<file path="src/rtl/ctr_perm_pkg.sv">
package ctr_perm_pkg;

    typedef enum logic [1:0] {
        VERD_ALLOW   = 2'b00,
        VERD_ILLEGAL = 2'b01,
        VERD_VIRTUAL = 2'b10
    } verdict_e;

    localparam logic [1:0] PRIV_USER  = 2'b00;
    localparam logic [1:0] PRIV_SUPER = 2'b01;
    localparam logic [1:0] PRIV_RSVD  = 2'b10;
    localparam logic [1:0] PRIV_MACH  = 2'b11;

endpackage

</file>
<file path="src/rtl/ctr_addr_decode.sv">
module ctr_addr_decode #(
    parameter int              ADDR_W  = 12,
    parameter int              NUM_CTR = 32,
    parameter logic [11:0]     LO_BASE = 12'hC00,
    parameter logic [11:0]     HI_BASE = 12'hC80,
    localparam int             IDX_W   = $clog2(NUM_CTR)
) (
    input  logic [ADDR_W-1:0] addr,
    input  logic              rd_en,
    input  logic              xlen32,
    output logic              hit,
    output logic [IDX_W-1:0]  idx
);
    // Windows are aligned to NUM_CTR, so the low address bits are the index.
    logic lo_win;
    logic hi_win;

    always_comb begin
        lo_win = (addr[ADDR_W-1:IDX_W] == LO_BASE[ADDR_W-1:IDX_W]);
        hi_win = (addr[ADDR_W-1:IDX_W] == HI_BASE[ADDR_W-1:IDX_W]);
        hit    = rd_en && (lo_win || (xlen32 && hi_win));
        idx    = addr[IDX_W-1:0];
    end
endmodule

</file>
<file path="src/rtl/ctr_gate_select.sv">
module ctr_gate_select #(
    parameter int  NUM_CTR = 32,
    localparam int IDX_W   = $clog2(NUM_CTR)
) (
    input  logic [IDX_W-1:0]   idx,
    input  logic [NUM_CTR-1:0] m_mask,
    input  logic [NUM_CTR-1:0] h_mask,
    input  logic [NUM_CTR-1:0] s_mask,
    output logic               m_bit,
    output logic               h_bit,
    output logic               s_bit
);
    logic [NUM_CTR-1:0] sel;

    for (genvar g = 0; g < NUM_CTR; g++) begin : g_sel
        assign sel[g] = (idx == IDX_W'(g));
    end

    always_comb begin
        m_bit = |(sel & m_mask);
        h_bit = |(sel & h_mask);
        s_bit = |(sel & s_mask);
    end
endmodule

</file>
<file path="src/rtl/ctr_verdict_resolve.sv">
module ctr_verdict_resolve
    import ctr_perm_pkg::*;
(
    input  logic       hit,
    input  logic       feat_en,
    input  logic [1:0] priv,
    input  logic       guest,
    input  logic       m_bit,
    input  logic       h_bit,
    input  logic       s_bit,
    output verdict_e   verdict
);
    always_comb begin
        verdict = VERD_ALLOW;
        if (hit) begin
            if (!feat_en) begin
                verdict = VERD_ILLEGAL;
            end else begin
                unique case (priv)
                    PRIV_MACH: verdict = VERD_ALLOW;
                    PRIV_RSVD: verdict = VERD_ILLEGAL;
                    PRIV_SUPER: begin
                        if (!m_bit)               verdict = VERD_ILLEGAL;
                        else if (guest && !h_bit) verdict = VERD_VIRTUAL;
                        else                      verdict = VERD_ALLOW;
                    end
                    PRIV_USER: begin
                        if (!m_bit)               verdict = VERD_ILLEGAL;
                        else if (!guest)          verdict = s_bit ? VERD_ALLOW : VERD_ILLEGAL;
                        else if (!h_bit)          verdict = VERD_VIRTUAL;
                        else if (!s_bit)          verdict = VERD_VIRTUAL;
                        else                      verdict = VERD_ALLOW;
                    end
                    default: verdict = VERD_ILLEGAL;
                endcase
            end
        end
    end
endmodule

</file>
<file path="src/rtl/ctr_perm_check.sv">
module ctr_perm_check
    import ctr_perm_pkg::*;
#(
    parameter int  ADDR_W  = 12,
    parameter int  NUM_CTR = 32,
    localparam int IDX_W   = $clog2(NUM_CTR)
) (
    input  logic [ADDR_W-1:0]  csr_addr,
    input  logic               rd_en,
    input  logic [1:0]         priv,
    input  logic               guest_mode,
    input  logic               xlen32,
    input  logic               ctr_feat_en,
    input  logic [NUM_CTR-1:0] m_en_mask,
    input  logic [NUM_CTR-1:0] h_en_mask,
    input  logic [NUM_CTR-1:0] s_en_mask,
    output logic               ctr_hit,
    output logic [1:0]         verdict
);
    logic [IDX_W-1:0] idx;
    logic             m_bit;
    logic             h_bit;
    logic             s_bit;
    verdict_e         verd_q;

    ctr_addr_decode #(
        .ADDR_W (ADDR_W),
        .NUM_CTR(NUM_CTR)
    ) u_decode (
        .addr  (csr_addr),
        .rd_en (rd_en),
        .xlen32(xlen32),
        .hit   (ctr_hit),
        .idx   (idx)
    );

    ctr_gate_select #(
        .NUM_CTR(NUM_CTR)
    ) u_select (
        .idx   (idx),
        .m_mask(m_en_mask),
        .h_mask(h_en_mask),
        .s_mask(s_en_mask),
        .m_bit (m_bit),
        .h_bit (h_bit),
        .s_bit (s_bit)
    );

    ctr_verdict_resolve u_resolve (
        .hit    (ctr_hit),
        .feat_en(ctr_feat_en),
        .priv   (priv),
        .guest  (guest_mode),
        .m_bit  (m_bit),
        .h_bit  (h_bit),
        .s_bit  (s_bit),
        .verdict(verd_q)
    );

    assign verdict = verd_q;

    // Checks across decode, select and resolve outputs.
    always_comb begin
        a_r1_miss_allow: assert (ctr_hit || verdict == 2'b00);
        a_r2_no_code3: assert (verdict != 2'b11);
        a_r3_feat_off: assert (!(ctr_hit && !ctr_feat_en) || verdict == 2'b01);
        a_r4_mach_allow: assert (!(ctr_hit && ctr_feat_en && priv == PRIV_MACH) || verdict == 2'b00);
        a_r6_mclear_illegal: assert (!(ctr_hit && ctr_feat_en && !priv[1] && !m_bit) || verdict == 2'b01);
        a_r8_virt_needs_guest: assert (verdict != 2'b10 || (guest_mode && !priv[1] && m_bit));
    end
endmodule

</file>
<file path="config.mk">
export PLATFORM = sky130hd
export DESIGN_NAME = ctr_perm_check
export DESIGN_NICKNAME = d
export VERILOG_FILES = /design/src/rtl/ctr_perm_pkg.sv /design/src/rtl/ctr_addr_decode.sv /design/src/rtl/ctr_gate_select.sv /design/src/rtl/ctr_verdict_resolve.sv /design/src/rtl/ctr_perm_check.sv
export SDC_FILE = /design/constraint.sdc
export NUM_CORES = 1
export LEC_CHECK = 0
export BUFFER_PORTS_ARGS = -buffer_cell sky130_fd_sc_hd__buf_4
export CELL_PAD_IN_SITES_DETAIL_PLACEMENT = 0
export CELL_PAD_IN_SITES_GLOBAL_PLACEMENT = 1
export CORE_MARGIN = 4
export CORE_UTILIZATION = 24
export DETAILED_ROUTE_END_ITERATION = 16
export PLACE_DENSITY = 0.95
export SYNTH_ARGS = -nofsm -noshare
export SYNTH_HDL_FRONTEND = slang
export SYNTH_HIERARCHICAL = 1
export SYNTH_SLANG_ARGS = --single-unit
</file>
<file path="constraint.sdc">
create_clock -name vclk -period 2.2
set_input_delay 0.11 -clock vclk [all_inputs]
set_output_delay 0.11 -clock vclk [all_outputs]
set_load 0.005 [all_outputs]
</file>
## After elaboration in Yosys (flattened, before gate mapping)

Cells that the tools add are included.

- Multiplexer cells: 10
- Reduce and logical (&&, ||, !) cells: 10
- Bitwise gates (word level): 3
- Equal/unequal tests: 36

Operators by type and width:

| operator | count |
|---|---|
| 32-bit AND | 3 |
| 32-bit OR reduction | 3 |
| 5-bit equality test (second input constant) | 16 |
| 5-bit by 4-bit equality test with 1-bit output (second input constant) | 8 |
| 5-bit by 3-bit equality test with 1-bit output (second input constant) | 4 |
| 2-bit 2-to-1 mux | 8 |
| 7-bit equality test (second input constant) | 2 |
| 5-bit by 2-bit equality test with 1-bit output (second input constant) | 2 |
| 2-bit one-hot mux with 4 select lines | 1 |
| 5-bit by 1-bit equality test with 1-bit output (second input constant) | 1 |
| 5-bit zero test | 1 |
| 2-bit equality test (second input constant) | 2 |
| 1-bit logical AND | 3 |
| 2-bit by 1-bit equality test with 1-bit output (second input constant) | 1 |
| 2-bit zero test | 1 |
| 1-bit zero test | 1 |
| 1-bit logical OR | 1 |
| 1-bit 2-to-1 mux | 1 |

- Output and inout bits: 3
- Input port bits: 114
- Word-level logic and storage cells: 59
- Flip-flop bits (word level): 0

## Depth between registers and ports, before layout

Gate-level depths: netlist of the first run.

- Word-level depth: 10
- Gate-level depth with buffers: 11
- Depth with buffers taken out: 7

## Modules after synthesis

Netlist of the first run, hierarchy kept.

By module, submodules not included:

| module | area an instance (um2) | cells each | sequential area each (um2) | times used |
|---|---|---|---|---|
| ctr_gate_select | 1,063.5 | 151 | 0.0 | 1 |
| ctr_addr_decode | 73.8 | 9 | 0.0 | 1 |
| ctr_verdict_resolve | 48.8 | 7 | 0.0 | 1 |

## Least setup slack after synthesis of the first run

Ideal clock, no wire load.

- Path kind: input port to output port
- From: input port csr_addr[2]
- To: output port verdict[1]
- Setup slack: 456 ps
- Path buffers: 2
- Arrival: 1,634 ps
- Data required time: 2,090 ps
- Stages on the path: 9
- Cell sequence: buf_4 buf_2 or4b_1 a21oi_1 a31oi_1 o2111a_1 nand4_1 and4b_1 and3_1

- Elaborated cells on any way between the ends: 49
- Classes of those cells: 31 x eq/ne; 9 x mux; 3 x bitwise; 6 x reduce/logical

RTL lines:

| item | RTL line | RTL |
|---|---|---|
| start: declaration | ctr_perm_check.sv:8 | `input logic [ADDR_W-1:0] csr_addr,` |
| 5-bit by 1-bit equality test with 1-bit output, or another cell as far along | ctr_gate_select.sv:16 | `assign sel[g] = (idx == IDX_W'(g));` |
| 32-bit AND (*) | ctr_gate_select.sv:20 | `m_bit = \|(sel & m_mask);` |
| 32-bit OR reduction (*) | ctr_gate_select.sv:20 |  |
| via m_bit | ctr_perm_check.sv:21 | `logic m_bit;` |
| 2-bit 2-to-1 mux (on tied branches) | ctr_verdict_resolve.sv:28, ctr_verdict_resolve.sv:23 |  |
| 2-bit one-hot mux with 4 select lines (*) | ctr_verdict_resolve.sv:19 | `unique case (priv)` |
| 2-bit 2-to-1 mux (*) | ctr_verdict_resolve.sv:16 | `if (!feat_en) begin` |
| 2-bit 2-to-1 mux (*) | ctr_verdict_resolve.sv:15 | `if (hit) begin` |
| end: declaration | ctr_perm_check.sv:18 | `output logic [1:0] verdict` |

The timed path passes the listed nets; every way through them passes the cells marked *.

## Final worst setup path of the first run

Same ends and word-level chain as after synthesis.

==> results.md, run 1 <==
Status:
- The flow ran to the end, and the final reports show no timing, DRC or antenna violations.

Die:
- The initial standard-cell utilization of the core is 0.249.
- The initialized floorplan defines 25 standard-cell rows.
- Measured along the x axis, the die boundary spans around 80 um.
- The total I/O pin count is between 100 and 150.
- The standard cell core area is 0.00475 sq mm.
- The die covers around 0.006 sq mm.
- The vertical die dimension is approximately 78 um.

STA:
- The setup-violating endpoint count in the final report is 0.
- The headroom to the max-slew limit is 0.682.
- The total negative setup slack is 0 ns.
- The number of hold violations in the final report is 0.
- The share of the cycle needed by the critical path after routing is 0.924.
- The count of pins over their slew limit is 0.
- The highest attainable clock frequency is 492 MHz.
- Setup repair after global routing left no endpoint under its margin.
- The clock period could shrink to a little over 2 ns.
- The slew at the pin closest to its max-slew limit is ~0.48 ns.
- The final worst setup slack is about 0.17 ns.

Route:
- The initial detailed-routing violation count is between 150 and 200.
- The number of vias per cell after detailed routing is approximately 5.3.
- The number of detailed-route iterations in the first pass is 4.
- The final routed wire length divided by cell count is between 15 and 20 um.
- The post-route DRC violation count is 0.
- The count of antenna-violating nets left after detailed routing is 0.
- The via count is 1783.
- The overall routed net length is between 5 and 6 mm.

Logic synthesis:
- By area the synthesized netlist is led by sky130_fd_sc_hd__a22oi_1 (12%), sky130_fd_sc_hd__mux2_2 (9.5%), sky130_fd_sc_hd__mux2i_1 (5.9%).
- The basic-gate share of the synthesized area counting and, or, nand and nor cells is 0.314.
- Of the post-synthesis cell area, the dominant cell type holds 0.120.
- The fraction of synthesized area in multiplexers is 0.154.
- The synthesized design spends more area on one cell type than any other, namely sky130_fd_sc_hd__a22oi_1.
- The cell count after synthesis came out at around 170.
- The post-synthesis sequential area ratio is 0.
- The synthesized area per cell is slightly above 7 sq um.
- By instance count, the leading cell after synthesis is sky130_fd_sc_hd__a22oi_1.
- The combinational family with the most area after synthesis is compound AO/OA/AOI/OAI gates.
- Counting distinct cell types in the post-synthesis netlist gives 44.
- The compound-gate portion of the synthesized area is 0.396.
- After synthesis the cells add up to 0.00119 sq mm.
- Yosys printed 6 warnings.
- The area share of fa/ha/maj cells after synthesis is 0.
- Of the total synthesized cell area, the portion taken by XOR and XNOR cells is 0.
- The number of nets produced by synthesis is around 280.
- Sorting the synthesized cells by how often they occur yields sky130_fd_sc_hd__a22oi_1 (19), sky130_fd_sc_hd__nand3_1 (13), sky130_fd_sc_hd__mux2_2 (10).

Pwr:
- Across the VDD grid, the largest voltage drop is around 0.000077 V.
- In this run the power spent charging and discharging nets is 139 uW.
- Of the total power, registers draw 0.
- Of the total power, the share spent switching nets is 0.399.
- The power density over cell area is 168 mW/mm^2.
- The share of total power dissipated in the clock network is 0.
- Summed over all cells, the static leakage comes to ~0.00093 uW.
- Cell internal power was estimated by the tool at ~210 uW.
- The share of total power dissipated in combinational logic is 1.000.

Global route:
- The residual overflow from global routing is 0.
- The pin count of the biggest net entering global routing is 37.
- Across every metal layer, demand over resource in global routing totals 0.174.
- The number of antenna violations at the first check in global routing is 0.
- The global-route wire length before repair is roughly 9 mm.
- The number of global-route vias before repair is ~1900.

Clock tree:
- The count of hold buffers inserted by post-cts repair is 0.
- In this run the post-CTS setup repair buffer count came out at 0.
- The number of cells upsized or downsized after cts is 0.

Critical path:
- The kind of launch point of the worst setup path is an input pin.
- The data arrival time at the worst-slack endpoint is roughly 1.9 ns.
- The most critical setup path has its startpoint at csr_addr[2].
- The critical path required time is about 2.1 ns.
- The largest fanout of any net on the critical path is 36.
- The critical path is of the in -> out type.
- STA classifies the critical path endpoint as an output port.

Layout:
- Registers take 0 sq um.
- The area of combinational cells with multiple inputs is slightly above 0.001 sq mm.
- The layout cell share with drive strength beyond 1 is 0.522.
- Compared with the post-synthesis result, the final layout area differs by 75.1%.
- The number of sequential cells is 0.
- The number of inserted filler cells in the final layout is between 500 and 600.
- The final design utilization is 0.437.
- In the final design database the tool counted about 390 nets.
- The count of clock-net buffers in the final layout is 0.
- The repair_antennas step left the layout with diodes totalling 0.

Run:
- The number of maximum-capacitance constraint violations is 0.

Min path:
- The path class of the tightest hold or removal check is in -> out.
- The origin of the worst min-delay path is csr_addr[9].
- The cell depth of the worst min-delay path is 3.
- The end point of the worst hold path is ctr_hit.

Place:
- The number of buffer cells added on primary ports is around 120.
- Once detailed placement completed, the half-perimeter wirelength came to 4.64 mm.
- The placer's final routability congestion estimate is approximately 0.90.
- Timing analysis after detailed placement gives a worst setup slack of around 0.17 ns.
routing by layer:
layer / track usage / wire [um] / up-vias
met5: 0 / 0 / -
met4: 0.0122 / 45 / 0
met3: 0.0344 / 469 / 4
met2: 0.296 / 2650 / 83
met1: 0.236 / 2370 / 808
li1: - / - / 888
power groups by stage:
stage | Combinational (uW) | Sequential (uW) | Clock [uW]
floorplan | 164 | 0 | 0
global placement | 343 | 0 | 0
detailed placement | 347 | 0 | 0
CTS | 348 | 0 | 0
global route | 381 | 0 | 0
finish | 349 | 0 | 0
critical path, stage by stage:
cell                       delay, ns
sky130_fd_sc_hd__buf_4          0.23
sky130_fd_sc_hd__or4b_1         0.51
sky130_fd_sc_hd__a21oi_1        0.16
sky130_fd_sc_hd__a31oi_1        0.06
sky130_fd_sc_hd__o2111a_1       0.25
sky130_fd_sc_hd__nand4_1        0.12
sky130_fd_sc_hd__and4b_1        0.19
sky130_fd_sc_hd__and3_1         0.17
sky130_fd_sc_hd__buf_4          0.11
cells in the final DEF (no fill, tap or decap), types with 2 or more instances in the layout:
cell / Yosys / routed
sky130_fd_sc_hd__nor2_1: 4 / 4
sky130_fd_sc_hd__o31ai_1: 2 / 2
sky130_fd_sc_hd__nor4b_1: 3 / 3
sky130_fd_sc_hd__a22oi_1: 19 / 19
sky130_fd_sc_hd__nand2_1: 8 / 8
sky130_fd_sc_hd__a32oi_1: 2 / 2
sky130_fd_sc_hd__o22a_1: 2 / 2
sky130_fd_sc_hd__mux2_2: 10 / 10
sky130_fd_sc_hd__a2111oi_2: 3 / 3
sky130_fd_sc_hd__buf_4: 8 / 127
sky130_fd_sc_hd__o21ai_0: 9 / 9
sky130_fd_sc_hd__nand2b_1: 3 / 3
sky130_fd_sc_hd__nor2b_1: 5 / 5
sky130_fd_sc_hd__inv_1: 4 / 4
sky130_fd_sc_hd__and3_1: 3 / 3
sky130_fd_sc_hd__a31oi_1: 2 / 2
sky130_fd_sc_hd__nand4bb_1: 2 / 2
sky130_fd_sc_hd__a41oi_1: 2 / 2
sky130_fd_sc_hd__nand3_1: 13 / 13
sky130_fd_sc_hd__o22ai_1: 7 / 7
sky130_fd_sc_hd__nor3b_1: 2 / 2
sky130_fd_sc_hd__nand4_1: 8 / 8
sky130_fd_sc_hd__o32ai_1: 2 / 2
sky130_fd_sc_hd__a211oi_1: 2 / 2
sky130_fd_sc_hd__mux2i_1: 7 / 7
sky130_fd_sc_hd__a21oi_1: 4 / 4
sky130_fd_sc_hd__nor3_1: 3 / 3
kinds of logic (layout without fill, tap and decap cells):
| group | after synthesis | count (layout) |
|---|---|---|
| compound gates | 63 | 63 |
| buf+inv | 26 | 131 |
| mux | 17 | 17 |
| simple gates | 61 | 61 |
cell type report:
class | count | share of cell area
repair buffers | 127 | 0.459
inverters | 4 | 0.00723
well taps | 67 | 0.0404
multi-input cells | 141 | 0.493
worst max-delay path by stage:
| stage | cells past startpoint | end | slack, ns |
|---|---|---|---|
| after global placement | 10 | verdict[1] | 0.22 |
| after global routing | 10 | verdict[1] | 0.03 |
| final | 9 | verdict[1] | 0.17 |
| after detailed placement | 9 | verdict[1] | 0.17 |
| after floorplan | 9 | verdict[1] | 0.46 |
| after CTS | 9 | verdict[1] | 0.17 |
through the flow:
| stage | hold WS [ns] | power, uW | instance area, sq um | std cells |
|---|---|---|---|---|
| 2_1_floorplan | 0.250 | 164 | 1190 | 167 |
| 3_3_place_gp | 0.475 | 343 | 2080 | 339 |
| 3_5_place_dp | 0.475 | 347 | 2080 | 339 |
| 4_1_cts | 0.477 | 348 | 2080 | 339 |
| 5_1_grt | 0.485 | 381 | 2080 | 339 |
| 6_report | 0.476 | 349 | 2080 | 339 |
Note: power is estimated with default switching activity, not from simulation.
==> run 2, diff against run 1 <==
- REMOVE_ABC_BUFFERS: not set -> 1
==> results.md, run 2 (synthesized netlist as in run 1, its figures left out) <==
Route:
- The met3 wirelength from detailed routing is between 400 and 500 um.
- For this block, the via count after detailed routing is between 1500 and 2000.
- For this run, design rule violations remaining after detail routing come to 0.
- The amount of wire on met2 after detailed routing is 2.62 mm.
- The overall routed net length is roughly 5.5 mm.
- The number of vias per cell after detailed routing is roughly 5.3.
- The number of detailed-route iterations in the first pass is 4.
- The highest layer touched by signal routing is met3.
- The count of nets left with antenna violations once routing finished came out at 0.
- The final routed wire length divided by cell count is 16.1 um.
- After the first detailed-routing iteration, the DRC count stood at roughly 110.
- The routed length on met1 is 2.38 mm.

Die:
- The initial utilization of the core area, before any placement, comes to 0.249.
- The vertical die dimension is 78.3 um.
- The core region is 0.00475 sq mm.
- The die area is around 0.006 sq mm.
- For this design the top-level I/O count stands at 117.
- The number of standard-cell rows in the floorplan is 25.
- The die is 78.3 um wide.

Critical path:
- The type of the setup path with the least slack is in -> out.
- The largest delay contributor family on the critical path is compound AO/OA/AOI/OAI gates.
- The worst setup path is launched from an input pin.
- Counting both buffers and inverters, the worst setup path holds a total of 2.
- The critical path runs through a total of 9 cells.
- The largest fanout of any net on the critical path is 18.
- Walking the worst path, the cells encountered are buf_4, and2_0, a22oi_1, o21ai_0, a2111oi_2, o211ai_1, o21ai_0, and3_1, buf_4.
- The worst setup path is captured at an output port.
- Tracing the worst setup path back leads to its startpoint at csr_addr[0].
- The data arrival time at the worst-slack endpoint is approximately 1.9 ns.
- On the worst path, the slowest cell contributes a delay of 0.39 ns.
- The most critical setup path has its endpoint at verdict[1].
- The cell with the largest stage delay on the worst path is sky130_fd_sc_hd__a2111oi_2.
- The critical path required time is 2.09 ns.

STA:
- Setup violations remaining at the end of the flow were counted as 0.
- The count of pins over their slew limit is 0.
- The post-route minimum period is about 2.0 ns.
- The share of the cycle needed by the critical path after routing is 0.912.
- The headroom to the max-slew limit is 0.711.
- For the pin with the worst max-slew slack, the measured transition is 0.433 ns.
- The final worst setup slack is around 0.19 ns.
- The highest attainable clock frequency is 499 MHz.
- In the final timing run, aggregate negative setup slack is 0 ns.
- The number of hold violations in the final report is 0.
- Setup repair after global routing left no endpoint under its margin.

Global route:
- The number of antenna violations at the first check in global routing came to 0.
- Global routing finished with a remaining overflow of 0.
- Across every metal layer, demand over resource in global routing totals 0.169.
- The pin count of the biggest net entering global routing is 29.
- The global-route wire length before repair is about 8.8 mm.
- The number of global-route vias before repair is around 1900.

Place:
- The post-placement setup slack is between 0.1 and 0.15 ns.
- The detailed placer's ending HPWL is roughly 4.6 mm.
- The placed instances occupy a cell area of between 0.002 and 0.0025 sq mm.
- The congestion estimate from routability-driven global placement came to a little over 0.8.
- The number of buffer cells added on primary ports is roughly 120.

Pwr:
- The power after layout is between 300 and 400 uW.
- The power density over cell area is approximately 170 mW/mm^2.
- The worst-case IR drop observed on VDD is 0.0000628 V.
- The static leakage is between 0.0009 and 0.001 uW.

Layout:
- The library cells used most frequently in the layout, excluding fill and tap cells, are sky130_fd_sc_hd__buf_4 (128), sky130_fd_sc_hd__a22oi_1 (19), sky130_fd_sc_hd__nand3_1 (13), sky130_fd_sc_hd__mux2_2 (10), sky130_fd_sc_hd__o21ai_0 (9).
- The layout cell share with drive strength beyond 1 is 0.535.
- The count of clock-net buffers in the final layout is 0.
- The design has 0 sequential cells.
- The number of diodes is 0.
- Once layout is done, the placed cells without fillers occupy between 0.002 and 0.0025 sq mm.
- Relative to the synthesized area, the layout overhead comes to 76.6%.
- The most common library cell in the layout ignoring fill and taps is sky130_fd_sc_hd__buf_4.
- The area taken by flip-flops and latches is 0 sq um.
- The number of nets in the finished design is 389.
- The number of inserted filler cells in the final layout is between 500 and 600.

Min path:
- The origin of the worst min-delay path is csr_addr[9].
- The type of the most critical hold path is in -> out.

Status:
- The flow ran to the end, and the final reports show no timing, DRC or antenna violations.

Run:
- The number of maximum-capacitance constraint violations is 0.
## run 2: power breakdown
part / leakage, uW / internal, uW / total [uW] / switching (uW)
Clock: 0 / 0 / 0 / 0
Combinational: 0.000936 / 212 / 351 / 140
Sequential: 0 / 0 / 0 / 0
## run 2: worst min-delay path: stages
cell                        delay [ns]
sky130_fd_sc_hd__buf_4            0.08
sky130_fd_sc_hd__a2111oi_2        0.04
sky130_fd_sc_hd__buf_4            0.13
## run 2: how the worst min path moves through the flow
stage | to | slack (ns) | cells after the start
floorplan | ctr_hit | 0.25 | 1
global placement | ctr_hit | 0.47 | 3
detailed placement | ctr_hit | 0.47 | 3
CTS | ctr_hit | 0.47 | 3
global route | ctr_hit | 0.48 | 3
finish | ctr_hit | 0.47 | 3
## run 2: layout make-up
class                      count  area (sq um)  share of cell area
multi-input combinational    141          1030               0.494
timing repair buffer         128           961               0.459
inverter                       4          15.0             0.00717
tap                           67          83.8              0.0400
## run 2: stage by stage
| step | hold slack [ns] | std cells | utilization |
|---|---|---|---|
| global placement | 0.470 | 340 | 0.438 |
| detailed placement | 0.474 | 340 | 0.438 |
| finish | 0.472 | 340 | 0.441 |
| floorplan | 0.250 | 145 | - |
| CTS | 0.474 | 340 | 0.438 |
| global route | 0.480 | 340 | 0.441 |
## run 2: timing repair
| item | in CTS | in global routing |
|---|---|---|
| setup endpoints to repair | 0 | 2 |
| hold buffers | 0 | 0 |
| setup buffers | 0 | 0 |
| hold endpoints to repair | 0 | 0 |
| resized for setup | 0 | 3 |
## run 2: metal layers
layer / GRT usage / up-vias
li1: - / 890
met1: 0.234 / 837
met3: 0.0252 / 0
met2: 0.294 / 85
met5: 0 / -
met4: 0.00175 / 0
